File: src/rtl/sadc_pkg.sv
package sadc_pkg;

    typedef enum logic [2:0] {
        ST_IDLE,
        ST_WAKE,
        ST_SETUP,
        ST_LOW,
        ST_HIGH,
        ST_HOLD,
        ST_DONE
    } sadc_state_e;

    localparam logic [1:0] PM_CS_SHUTDOWN = 2'b00;

    // Control word layout sent MSB first; power mode bits go last.
    function automatic logic [7:0] make_ctrl(input logic dual, input logic chan,
                                             input logic [1:0] pm);
        return {3'b000, dual, chan, 1'b0, pm[1], pm[0]};
    endfunction

endpackage

File: src/rtl/sadc_timer.sv
module sadc_timer #(
    parameter int CNT_W = 10
) (
    input  logic             clk_i,
    input  logic             rst_ni,
    input  logic             load_i,
    input  logic [CNT_W-1:0] load_val_i,
    output logic             zero_o
);

    logic [CNT_W-1:0] cnt_q;

    always_ff @(posedge clk_i or negedge rst_ni) begin
        if (!rst_ni) begin
            cnt_q <= '0;
        end else if (load_i) begin
            cnt_q <= load_val_i;
        end else if (cnt_q != '0) begin
            cnt_q <= cnt_q - 1'b1;
        end
    end

    assign zero_o = (cnt_q == '0);

    // a phase that has run out stays expired until reloaded
    a_r4_hold_at_zero: assert property (@(posedge clk_i) disable iff (!rst_ni)
        (!load_i && zero_o) |=> zero_o);

    // a reload starts the phase at the requested length
    a_r4_reload_value: assert property (@(posedge clk_i) disable iff (!rst_ni)
        load_i |=> (cnt_q == $past(load_val_i)));

endmodule

File: src/rtl/sadc_shift.sv
module sadc_shift #(
    parameter int FRAME_BITS = 16,
    parameter int CTRL_BITS  = 8,
    parameter int BCNT_W     = 5
) (
    input  logic                  clk_i,
    input  logic                  rst_ni,
    input  logic                  clear_i,
    input  logic [CTRL_BITS-1:0]  ctrl_i,
    input  logic                  rise_i,
    input  logic                  miso_i,
    output logic                  txbit_o,
    output logic [BCNT_W-1:0]     bitcnt_o,
    output logic [FRAME_BITS-1:0] rx_o
);

    localparam int PAD_BITS = FRAME_BITS - CTRL_BITS;

    logic [FRAME_BITS-1:0] tx_q;
    logic [FRAME_BITS-1:0] rx_q;
    logic [BCNT_W-1:0]     bitcnt_q;

    always_ff @(posedge clk_i or negedge rst_ni) begin
        if (!rst_ni) begin
            tx_q     <= '0;
            rx_q     <= '0;
            bitcnt_q <= '0;
        end else if (clear_i) begin
            tx_q     <= {ctrl_i, {PAD_BITS{1'b0}}};
            rx_q     <= '0;
            bitcnt_q <= '0;
        end else if (rise_i) begin
            tx_q     <= {tx_q[FRAME_BITS-2:0], 1'b0};
            rx_q     <= {rx_q[FRAME_BITS-2:0], miso_i};
            bitcnt_q <= bitcnt_q + 1'b1;
        end
    end

    assign txbit_o  = tx_q[FRAME_BITS-1];
    assign bitcnt_o = bitcnt_q;
    assign rx_o     = rx_q;

    // never more rising edges than one frame holds
    a_r3_rise_bound: assert property (@(posedge clk_i) disable iff (!rst_ni)
        bitcnt_q <= BCNT_W'(FRAME_BITS));

    // a new frame starts from an empty receive register
    a_r6_rx_cleared: assert property (@(posedge clk_i) disable iff (!rst_ni)
        clear_i |=> (rx_q == '0 && bitcnt_q == '0));

endmodule

File: src/rtl/sadc_host.sv
module sadc_host
    import sadc_pkg::*;
#(
    parameter int DIV_W      = 8,
    parameter int WAKE_W     = 10,
    parameter int FRAME_BITS = 16,
    parameter int CTRL_BITS  = 8,
    parameter int RES_BITS   = 12
) (
    input  logic                clk_i,
    input  logic                rst_ni,
    input  logic                start_i,
    input  logic                chan_i,
    input  logic                dual_i,
    input  logic [1:0]          pm_i,
    input  logic [DIV_W-1:0]    div_i,
    input  logic [WAKE_W-1:0]   wake_i,
    input  logic                miso_i,
    output logic                cs_n_o,
    output logic                sclk_o,
    output logic                mosi_o,
    output logic                busy_o,
    output logic                valid_o,
    output logic [RES_BITS-1:0] result_o,
    output logic                lead_err_o
);

    localparam int LEAD_BITS = FRAME_BITS - RES_BITS;
    localparam int CNT_W     = (DIV_W > WAKE_W) ? DIV_W : WAKE_W;
    localparam int BCNT_W    = $clog2(FRAME_BITS + 1);

    sadc_state_e state_q, state_d;

    logic [DIV_W-1:0]      div_q;
    logic [DIV_W-1:0]      div_sel;
    logic [WAKE_W-1:0]     wake_sel;
    logic [CNT_W-1:0]      load_val;
    logic                  phase_load;
    logic                  phase_zero;
    logic                  frame_clear;
    logic                  sclk_rise;
    logic                  txbit;
    logic [BCNT_W-1:0]     bitcnt;
    logic [FRAME_BITS-1:0] rx_word;
    logic                  wake_needed;

    logic                  cs_n_q, sclk_q, mosi_q, busy_q, valid_q, lead_err_q;
    logic [RES_BITS-1:0]   result_q;

    // Settings are taken from the ports in the cycle that accepts start.
    assign div_sel     = (state_q == ST_IDLE) ? div_i : div_q;
    assign wake_sel    = wake_i;
    assign wake_needed = (pm_i == PM_CS_SHUTDOWN) && (wake_i != '0);

    always_ff @(posedge clk_i or negedge rst_ni) begin
        if (!rst_ni) begin
            div_q <= '0;
        end else if (frame_clear) begin
            div_q <= div_i;
        end
    end

    // State register
    always_ff @(posedge clk_i or negedge rst_ni) begin
        if (!rst_ni) begin
            state_q <= ST_IDLE;
        end else begin
            state_q <= state_d;
        end
    end

    // Next-state logic
    always_comb begin
        state_d = state_q;
        unique case (state_q)
            ST_IDLE:  if (start_i) state_d = wake_needed ? ST_WAKE : ST_SETUP;
            ST_WAKE:  if (phase_zero) state_d = ST_SETUP;
            ST_SETUP: if (phase_zero) state_d = ST_LOW;
            ST_LOW: begin
                if (phase_zero) begin
                    state_d = (bitcnt == BCNT_W'(FRAME_BITS - 1)) ? ST_HOLD : ST_HIGH;
                end
            end
            ST_HIGH:  if (phase_zero) state_d = ST_LOW;
            ST_HOLD:  if (phase_zero) state_d = ST_DONE;
            ST_DONE:  state_d = ST_IDLE;
            default:  state_d = ST_IDLE;
        endcase
    end

    assign phase_load  = (state_d != state_q);
    assign load_val    = (state_d == ST_WAKE) ? CNT_W'(wake_sel - 1'b1) : CNT_W'(div_sel);
    assign frame_clear = (state_q == ST_IDLE) && (state_d != ST_IDLE);
    assign sclk_rise   = (state_q == ST_LOW) && (state_d != ST_LOW);

    sadc_timer #(
        .CNT_W (CNT_W)
    ) u_timer (
        .clk_i      (clk_i),
        .rst_ni     (rst_ni),
        .load_i     (phase_load),
        .load_val_i (load_val),
        .zero_o     (phase_zero)
    );

    sadc_shift #(
        .FRAME_BITS (FRAME_BITS),
        .CTRL_BITS  (CTRL_BITS),
        .BCNT_W     (BCNT_W)
    ) u_shift (
        .clk_i    (clk_i),
        .rst_ni   (rst_ni),
        .clear_i  (frame_clear),
        .ctrl_i   (make_ctrl(dual_i, chan_i, pm_i)),
        .rise_i   (sclk_rise),
        .miso_i   (miso_i),
        .txbit_o  (txbit),
        .bitcnt_o (bitcnt),
        .rx_o     (rx_word)
    );

    // Registered outputs, decoded from the next state
    always_ff @(posedge clk_i or negedge rst_ni) begin
        if (!rst_ni) begin
            cs_n_q     <= 1'b1;
            sclk_q     <= 1'b1;
            mosi_q     <= 1'b0;
            busy_q     <= 1'b0;
            valid_q    <= 1'b0;
            result_q   <= '0;
            lead_err_q <= 1'b0;
        end else begin
            cs_n_q  <= (state_d == ST_IDLE) || (state_d == ST_DONE);
            sclk_q  <= (state_d != ST_LOW);
            busy_q  <= (state_d != ST_IDLE);
            valid_q <= (state_d == ST_DONE);
            if ((state_d == ST_LOW) && (state_q != ST_LOW)) begin
                mosi_q <= txbit;
            end else if ((state_d == ST_IDLE) || (state_d == ST_DONE)) begin
                mosi_q <= 1'b0;
            end
            if (state_d == ST_DONE) begin
                result_q   <= rx_word[RES_BITS-1:0];
                lead_err_q <= |rx_word[FRAME_BITS-1:FRAME_BITS-LEAD_BITS];
            end
        end
    end

    assign cs_n_o     = cs_n_q;
    assign sclk_o     = sclk_q;
    assign mosi_o     = mosi_q;
    assign busy_o     = busy_q;
    assign valid_o    = valid_q;
    assign result_o   = result_q;
    assign lead_err_o = lead_err_q;

    // clock rests high outside a frame
    a_r3_idle_high: assert property (@(posedge clk_i) disable iff (!rst_ni)
        cs_n_o |-> sclk_o);

    // busy covers the whole chip-select window
    a_r2_busy_covers_frame: assert property (@(posedge clk_i) disable iff (!rst_ni)
        !cs_n_o |-> busy_o);

    // strobe is a single cycle
    a_r9_valid_single: assert property (@(posedge clk_i) disable iff (!rst_ni)
        valid_o |=> !valid_o);

    // strobe coincides with chip select returning high
    a_r9_valid_on_cs_rise: assert property (@(posedge clk_i) disable iff (!rst_ni)
        valid_o |-> (cs_n_o && $past(!cs_n_o)));

    // data out holds while the clock stays high inside a frame
    a_r5_mosi_hold_high: assert property (@(posedge clk_i) disable iff (!rst_ni)
        (!cs_n_o && !$past(cs_n_o) && sclk_o && $past(sclk_o)) |-> $stable(mosi_o));

    // busy falls right after the strobe
    a_r9_busy_after_valid: assert property (@(posedge clk_i) disable iff (!rst_ni)
        valid_o |=> !busy_o);

endmodule

File: config.mk
export PLATFORM = sky130hd
export DESIGN_NAME = sadc_host
export DESIGN_NICKNAME = d
export VERILOG_FILES = /design/src/rtl/sadc_pkg.sv /design/src/rtl/sadc_timer.sv /design/src/rtl/sadc_shift.sv /design/src/rtl/sadc_host.sv
export SDC_FILE = /design/constraint.sdc
export NUM_CORES = 1
export LEC_CHECK = 0
export BUFFER_PORTS_ARGS = -buffer_cell sky130_fd_sc_hd__buf_2
export CORE_ASPECT_RATIO = 1.4
export CORE_MARGIN = 2
export CORE_UTILIZATION = 45
export DETAILED_ROUTE_END_ITERATION = 8
export GPL_TIMING_DRIVEN = 0
export PLACE_DENSITY = 0.72
export SLEW_MARGIN = 20
export SYNTH_ARGS = -nofsm -noshare
export SYNTH_HDL_FRONTEND = slang
export SYNTH_SLANG_ARGS = --single-unit
export TNS_END_PERCENT = 5
File: constraint.sdc
create_clock -name clk_i -period 7.35 [get_ports clk_i]
set_input_delay 1.1025 -clock clk_i [delete_from_list [all_inputs] [get_ports clk_i]]
set_output_delay 1.1025 -clock clk_i [all_outputs]
set_load 0.1 [all_outputs]
# Word level (Yosys, flattened, before mapping)
# Index checks and enable logic that the tools add are counted.
totals:
  regBits: 76
  input_bits: 26
  wordCells: 65
op_classes:
  add_sub_neg: 3
  n_eq_ne: 12
  muxes: 20
  reduce_logical: 17
op_table:
  columns: ["op", "count"]
  rows:
  - ["$mux W16", 4]
  - ["$mux W10", 3]
  - ["$reduce_bool A10 Y1", 2]
  - ["$sub A10 B1 Y10 const B", 2]
  - ["$mux W3", 5]
  - ["$pmux W3 S5", 1]
  - ["$logic_not A10 Y1", 1]
  - ["$mux W5", 2]
  - ["$eq A3 B2 Y1 const B", 3]
  - ["$eq A3 B3 Y1 const B", 3]
  - ["$mux W8", 1]
  - ["$eq A3 B1 Y1 const B", 2]
  - ["$logic_not A3 Y1", 2]
  - ["$ne A3 B2 Y1 const B", 2]
  - ["$reduce_bool A2 Y1", 3]
  - ["$add A5 B1 Y5 const B", 1]
  - ["$eq A5 B4 Y1 const B", 1]
  - ["$logic_and A1 B1 Y1", 4]
  - ["$reduce_or A4 Y1", 1]
  - ["$mux W1", 3]
  - ["$ne A3 B3 Y1", 1]
  - ["$reduce_bool A3 Y1", 1]
  - ["$logic_not A2 Y1", 1]
  - ["$mux W2", 1]
  - ["other kinds (2)", 2]

# Depth between registers and ports, before layout
depth:
  ltp_word: 9
  depth_mapped: 10

# Modules after synthesis
# A second synthesis with hierarchy kept.
hier_totals:
  hier_cells: 334
  hier_area_um2: 3470.8
modules_own_cells:
  columns: ["mod", "instances", "cells_each", "area_per_inst_um2", "seq_area_each_um2"]
  rows:
  - ["sadc_host", 1, 163, 1574.0, 728.2]
  - ["sadc_shift", 1, 108, 1290.0, 725.7]
  - ["sadc_timer", 1, 63, 606.8, 250.2]

# Worst setup path before layout
# Ideal clock, no wire load.
synth_timing:
  kind: "input-to-reg"
  from: "input port wake_i[0]"
  to: "register u_timer.cnt_q[2]"
  setup_ns: 0.134
  arrival_ns: 2.914
  t_required_ns: 7.216
  path_slack_ns: 4.302
  cell_stages: 9
  n_path_buf: 1
  path_cell_list: "inv_1 ha_1 or4b_4 o31ai_4 a21oi_2 a311o_1 buf_6 a221oi_2 o32ai_1"
synth_between:
  elab_chain_cells: 8
  elab_cells_between_ends: 11
synth_rtl:
  columns: ["item", "line_no", "source"]
  rows:
  - ["from (decl)", "sadc_host.sv:17", "input logic [WAKE_W-1:0] wake_i,"]
  - ["$reduce_bool A10 Y1", "sadc_host.sv:53", "assign wake_needed = (pm_i == PM_CS_SHUTDOWN) && (wake_i != '0);"]
  - ["$logic_and A1 B1 Y1", "sadc_host.sv:53", null]
  - ["$mux W2", "sadc_host.sv:76", "ST_IDLE: if (start_i) state_d = wake_needed ? ST_WAKE : ST_SETUP;"]
  - ["$mux W3", "sadc_host.sv:76", null]
  - ["$pmux W3 S5", "sadc_host.sv:75", "unique case (state_q)"]
  - ["$eq A3 B1 Y1", "sadc_host.sv:92", "assign load_val = (state_d == ST_WAKE) ? CNT_W'(wake_sel - 1'b1) : CNT_W'(div_sel);"]
  - ["$mux W10", "sadc_host.sv:92", null]
  - ["$mux W10", "sadc_timer.sv:16", "end else if (load_i) begin"]
  - ["to (signal assigned)", "sadc_timer.sv:17", "cnt_q <= load_val_i;"]
  - ["to (signal assigned)", "sadc_timer.sv:19", "cnt_q <= cnt_q - 1'b1;"]
  - ["to (decl)", "sadc_timer.sv:11", "logic [CNT_W-1:0] cnt_q;"]
# Several ways; a longest one is shown, not always the timed one.
# A chain may end at the register's enable or synchronous reset.

# Final worst setup path
# Same ends and word-level chain as after synthesis.

==> impl.org <==
** Yosys
- After Yosys synthesis, full adders, half adders and majority gates account for 1.45% of the synthesized area.
- Summing the areas of all compound-gate instances in the mapped netlist gives 13.8% of the synthesized area.
- Counting every net in the synthesized netlist gives 396.
- Count of flip-flops with a built-in enable after synthesis :: 0
- The synthesized design contains 68 register bits.
- Dominant register cell in the synthesized netlist :: sky130_fd_sc_hd__dfrtp_1
- Synthesis produced 366 cells.
- By area, the combinational part of the netlist is dominated by simple AND/OR/NAND/NOR gates.
- Asr flop ratio synth :: 100%
- For this run, the number of Yosys warnings is 0.
- Summing the areas of all xor and xnor instances in the mapped netlist gives 4.07% of the synthesized area.
- Simple-gate share of the synthesized area :: 22.8%
- A synthesized cell averages 9.41 sq um.
- Number of unique standard cell types used by synthesis :: 54
- Sequential elements use 49.5% of the synthesized area.
- Fraction of synthesized area in multiplexers :: 4.54%
- In this run the cell area of the synthesized design comes to 3440 sq um.

** Cells and area
- Of the cells placed in the final design, the portion with a size suffix greater than 1 is 22.5%.
- Multi-input gate area :: 1610 sq um
- Net count, final :: 451
- In the final layout, flip-flops and latches occupy 1700 sq um.
- From synthesis to final layout, the design area changed by 16.1%.
- Total of fill cells in the finished design :: 696
- The number of antenna diodes in the final layout is 0.

** STA
- Minimum clock period :: 3080 ps
- Of the available clock period, the critical path in the final layout requires 42.0%.
- Setup skew after layout :: 6.19 ps
- The final-report hold violation count is 0.
- For the pin with the worst max-slew slack, the measured transition is 632 ps.
- Fin Setup TNS :: 0 ps
- RSZ-0062 raised after global routing :: false
- Measured against its own limit, the worst slew margin works out to 57.6%.
- Max-slew violations :: 0
- # setup viols final :: 0
- Maximum frequency from static timing analysis :: 0.324 GHz

** Clock tree
- Clock tree synthesis found a total of 68 sinks.
- The longest clock path from root to sink contains 2 buffers.
- Clock input transition at the sequential cells of the worst setup and hold paths :: 70 ps
- The H-tree was split into 3 levels.
- Number of cells upsized or downsized after cts :: 0
- TritonCTS built the clock tree.
- Number of hold-repair buffers added at the cts stage :: 0
- Clock insertion delay at the later pin of the skew report :: 340 ps
- Clock tree synthesis selected as its root buffer the cell sky130_fd_sc_hd__clkbuf_8.
- The number of clock buffers added by TritonCTS is 9.
- Post-CTS setup-driven buffer insertion count :: 0

** Placement
- In this run the tool buffered the top-level ports with 43 buffer cells.
- The congestion estimate from routability-driven global placement came to 0.881.
- Detailed placement finished with a half-perimeter wire length of 5.80 mm.

** Power and ir drop
- IR analysis of the VDD net gives a maximum drop of 0.173 mV.
- Summed over all cells, the static leakage comes to 1.90 nW.
- The completed layout was analyzed and its total power is 1.40 mW.
- Power per cell area :: 351 nW/um^2

** GRT
- Global-route total usage across every layer :: 20.4%
- Pin count of the biggest net entering global routing :: 57
- The first global-routing pass estimated 13.2 mm of wire.
- The initial antenna violation count came to 0.
- GRT overflow :: 0
- The via count of the first global-routing pass is 2794.

** Floorplan
- For this configuration, the core starts out at a cell density of 46.5%.
- Width of the die :: 77.9 microns
- Die boundary height :: 108 microns
- IO Count :: 44
- After floorplanning, the core was divided into 37 placement rows.
- The region available for standard cell placement spans 7410 sq um.
- The die covers 8380 sq um.

** Route
- In the final routed layout, each cell accounts on average for 15.1 microns.
- After detailed routing, the total wire length is 7.91 mm.
- Number of vias in the routed layout :: 2856
- Once detail routing completed, the nets flagged for antenna violations numbered 0.
- In the routed design, unresolved DRC markers number 0.
- Using the TritonRoute via totals, the vias-per-cell ratio works out to 5.46.
- The first detailed-routing pass ran for 5 iterations.
- After the first detailed-routing iteration, the DRC count stood at 222.

** Critical path
- Launch point of the worst reg-to-reg path :: u_timer.cnt_q[0]$_DFFE_PN0P_
- Largest delay contributor family on the critical path :: compound AO/OA/AOI/OAI gates
- On the critical path, the stage with the largest delay is an instance of sky130_fd_sc_hd__or4b_4.
- In this run the worst path has a maximum fanout of 10.
- The worst setup path is launched from a primary input.
- Sort of element at the end of the critical path :: flip-flop
- Data arrival time of the worst path :: 3300 ps
- Together, buffers and inverters on the worst path number 3.
- In this design, the stage delay of the slowest critical-path cell is 550 ps.
- STA puts the critical path data required time at 7570 ps.
- The signal on the critical path passes through buf_2 > inv_1 > ha_1 > or4b_4 > o31ai_4 > a21oi_2 > a311o_1 > buf_6 > a221oi_2 > o32ai_1.
- Startpoint of the most critical setup path :: wake_i[0]
- The worst setup path is of the in -> reg kind.

** Min path
- Hold path start :: div_q[3]$_DFFE_PN0P_
- The tightest min-delay check is of the reg -> reg type.

** Job
- The tool flagged a number of max-cap violations equal to 0.

** Run status
- The run finished with clean final reports.
[cells in the mapped netlist, types with 2 or more instances]
master | number | area (sq um)
sky130_fd_sc_hd__or4_1 | 2 | 15.0
sky130_fd_sc_hd__nand4_1 | 2 | 12.5
sky130_fd_sc_hd__xnor2_1 | 6 | 52.6
sky130_fd_sc_hd__and3_1 | 2 | 12.5
sky130_fd_sc_hd__clkbuf_1 | 10 | 37.5
sky130_fd_sc_hd__o21ai_0 | 2 | 10.0
sky130_fd_sc_hd__a311oi_1 | 3 | 26.3
sky130_fd_sc_hd__o22ai_1 | 10 | 62.6
sky130_fd_sc_hd__dfrtp_1 | 66 | 1650
sky130_fd_sc_hd__nand3_1 | 12 | 60.1
sky130_fd_sc_hd__buf_2 | 10 | 50.1
sky130_fd_sc_hd__nor2b_1 | 3 | 18.8
sky130_fd_sc_hd__mux2_2 | 13 | 146
sky130_fd_sc_hd__o31ai_1 | 2 | 15.0
sky130_fd_sc_hd__nand2_1 | 88 | 330
sky130_fd_sc_hd__nor4_1 | 4 | 25.0
sky130_fd_sc_hd__dfstp_2 | 2 | 52.6
sky130_fd_sc_hd__a31o_1 | 6 | 52.6
sky130_fd_sc_hd__a211oi_1 | 3 | 22.5
sky130_fd_sc_hd__xor2_1 | 10 | 87.6
sky130_fd_sc_hd__a21oi_1 | 25 | 125
sky130_fd_sc_hd__or3_1 | 4 | 25.0
sky130_fd_sc_hd__nor4_4 | 2 | 42.5
sky130_fd_sc_hd__and2_1 | 4 | 25.0
sky130_fd_sc_hd__inv_1 | 8 | 30.0
sky130_fd_sc_hd__nor2_1 | 30 | 113
sky130_fd_sc_hd__ha_1 | 4 | 50.1
sky130_fd_sc_hd__nor3_1 | 7 | 35.0
[cell type report]
cell class	count	area share (%)
plain buffers	21	2.47
clock buffers	13	4.22
clock inverters	3	0.500
inverters	9	0.845
multi-input cells	268	40.2
flip-flops and latches	68	42.6
well taps	97	3.03
repair buffers	44	6.13
[stage by stage]
step / hold WS, ps / worst slack (ps) / instances / util, % / instance area (sq um)
4_1_cts: 474 / 4330 / 523 / 54.0 / 4000
3_3_place_gp: 453 / 4000 / 506 / 51.0 / 3780
2_1_floorplan: 437 / 4300 / 366 / - / 3440
6_report: 473 / 4270 / 523 / 54.0 / 4000
3_5_place_dp: 458 / 3960 / 507 / 51.5 / 3810
5_1_grt: 497 / 4200 / 523 / 54.0 / 4000
[worst paths after layout]
check	to	slack, ps	depth (start not counted)
worst max-delay path	u_timer.cnt_q[2]$_DFFE_PN0P_	4270	10
worst min-delay path	div_q[3]$_DFFE_PN0P_	470	2
worst max register to register	result_o[1]$_DFFE_PN0P_	4600	8
worst min register to register	div_q[3]$_DFFE_PN0P_	470	2
max in group asynchronous	div_q[2]$_DFFE_PN0P_	6220	2
min in group asynchronous	lead_err_o$_DFFE_PN0P_	600	1
[cells by family after synthesis]
kind of cell | after synthesis
and+or+nand+nor | 168
DFF | 68
AOI/OAI and AO/OA | 66
buffers and inverters | 30
xor gates and xnor gates | 16
muxes | 14
adders and majority gates | 4
[worst register-to-register path, cell delays in order (launching register included)]
cell and delay, ps:
sky130_fd_sc_hd__dfrtp_1 400, sky130_fd_sc_hd__inv_1 80, sky130_fd_sc_hd__ha_1 200, sky130_fd_sc_hd__nor3b_1 450, sky130_fd_sc_hd__and3_1 280, sky130_fd_sc_hd__buf_2 250
sky130_fd_sc_hd__nand3_1 360, sky130_fd_sc_hd__buf_2 330, sky130_fd_sc_hd__mux2_2 290
[power by group]
group | total, mW | leakage [nW] | internal [mW] | switching, mW
sequential | 0.615 | 0.852 | 0.513 | 0.102
combinational | 0.498 | 0.955 | 0.190 | 0.308
clock | 0.289 | 0.0917 | 0.150 | 0.139
[state kept, by name, indices dropped and copies added (netlist names)]
signal,flops
lead_err_o,1
result_o,12
u_shift.bitcnt_o,5
u_shift.rx_o,16
u_shift.tx_q,8
sclk_o,1
div_q,8
busy_o,1
valid_o,1
u_timer.cnt_q,10
cs_n_o,1
state_q,3
mosi_o,1
[cell usage in the layout, fill, tap and decap left out, drive strengths merged, types with 9 or more instances in the layout]
cell    netlist  layout
clkbuf       10      23
nand2        88      88
buf          11      55
inv           9       9
nand3        13      13
o22ai        10      10
xor2         10      10
nor2         30      30
a21oi        26      26
dfrtp        66      66
mux2         13      13
[routing by layer]
metal	wire length [microns]	track usage, %	vias up
met5	0	0	-
met4	291	11.8	0
met3	296	3.44	21
met2	4110	33.6	78
met1	3210	25.2	1380
li1	-	-	1377
(Power assumes the default switching activity.)
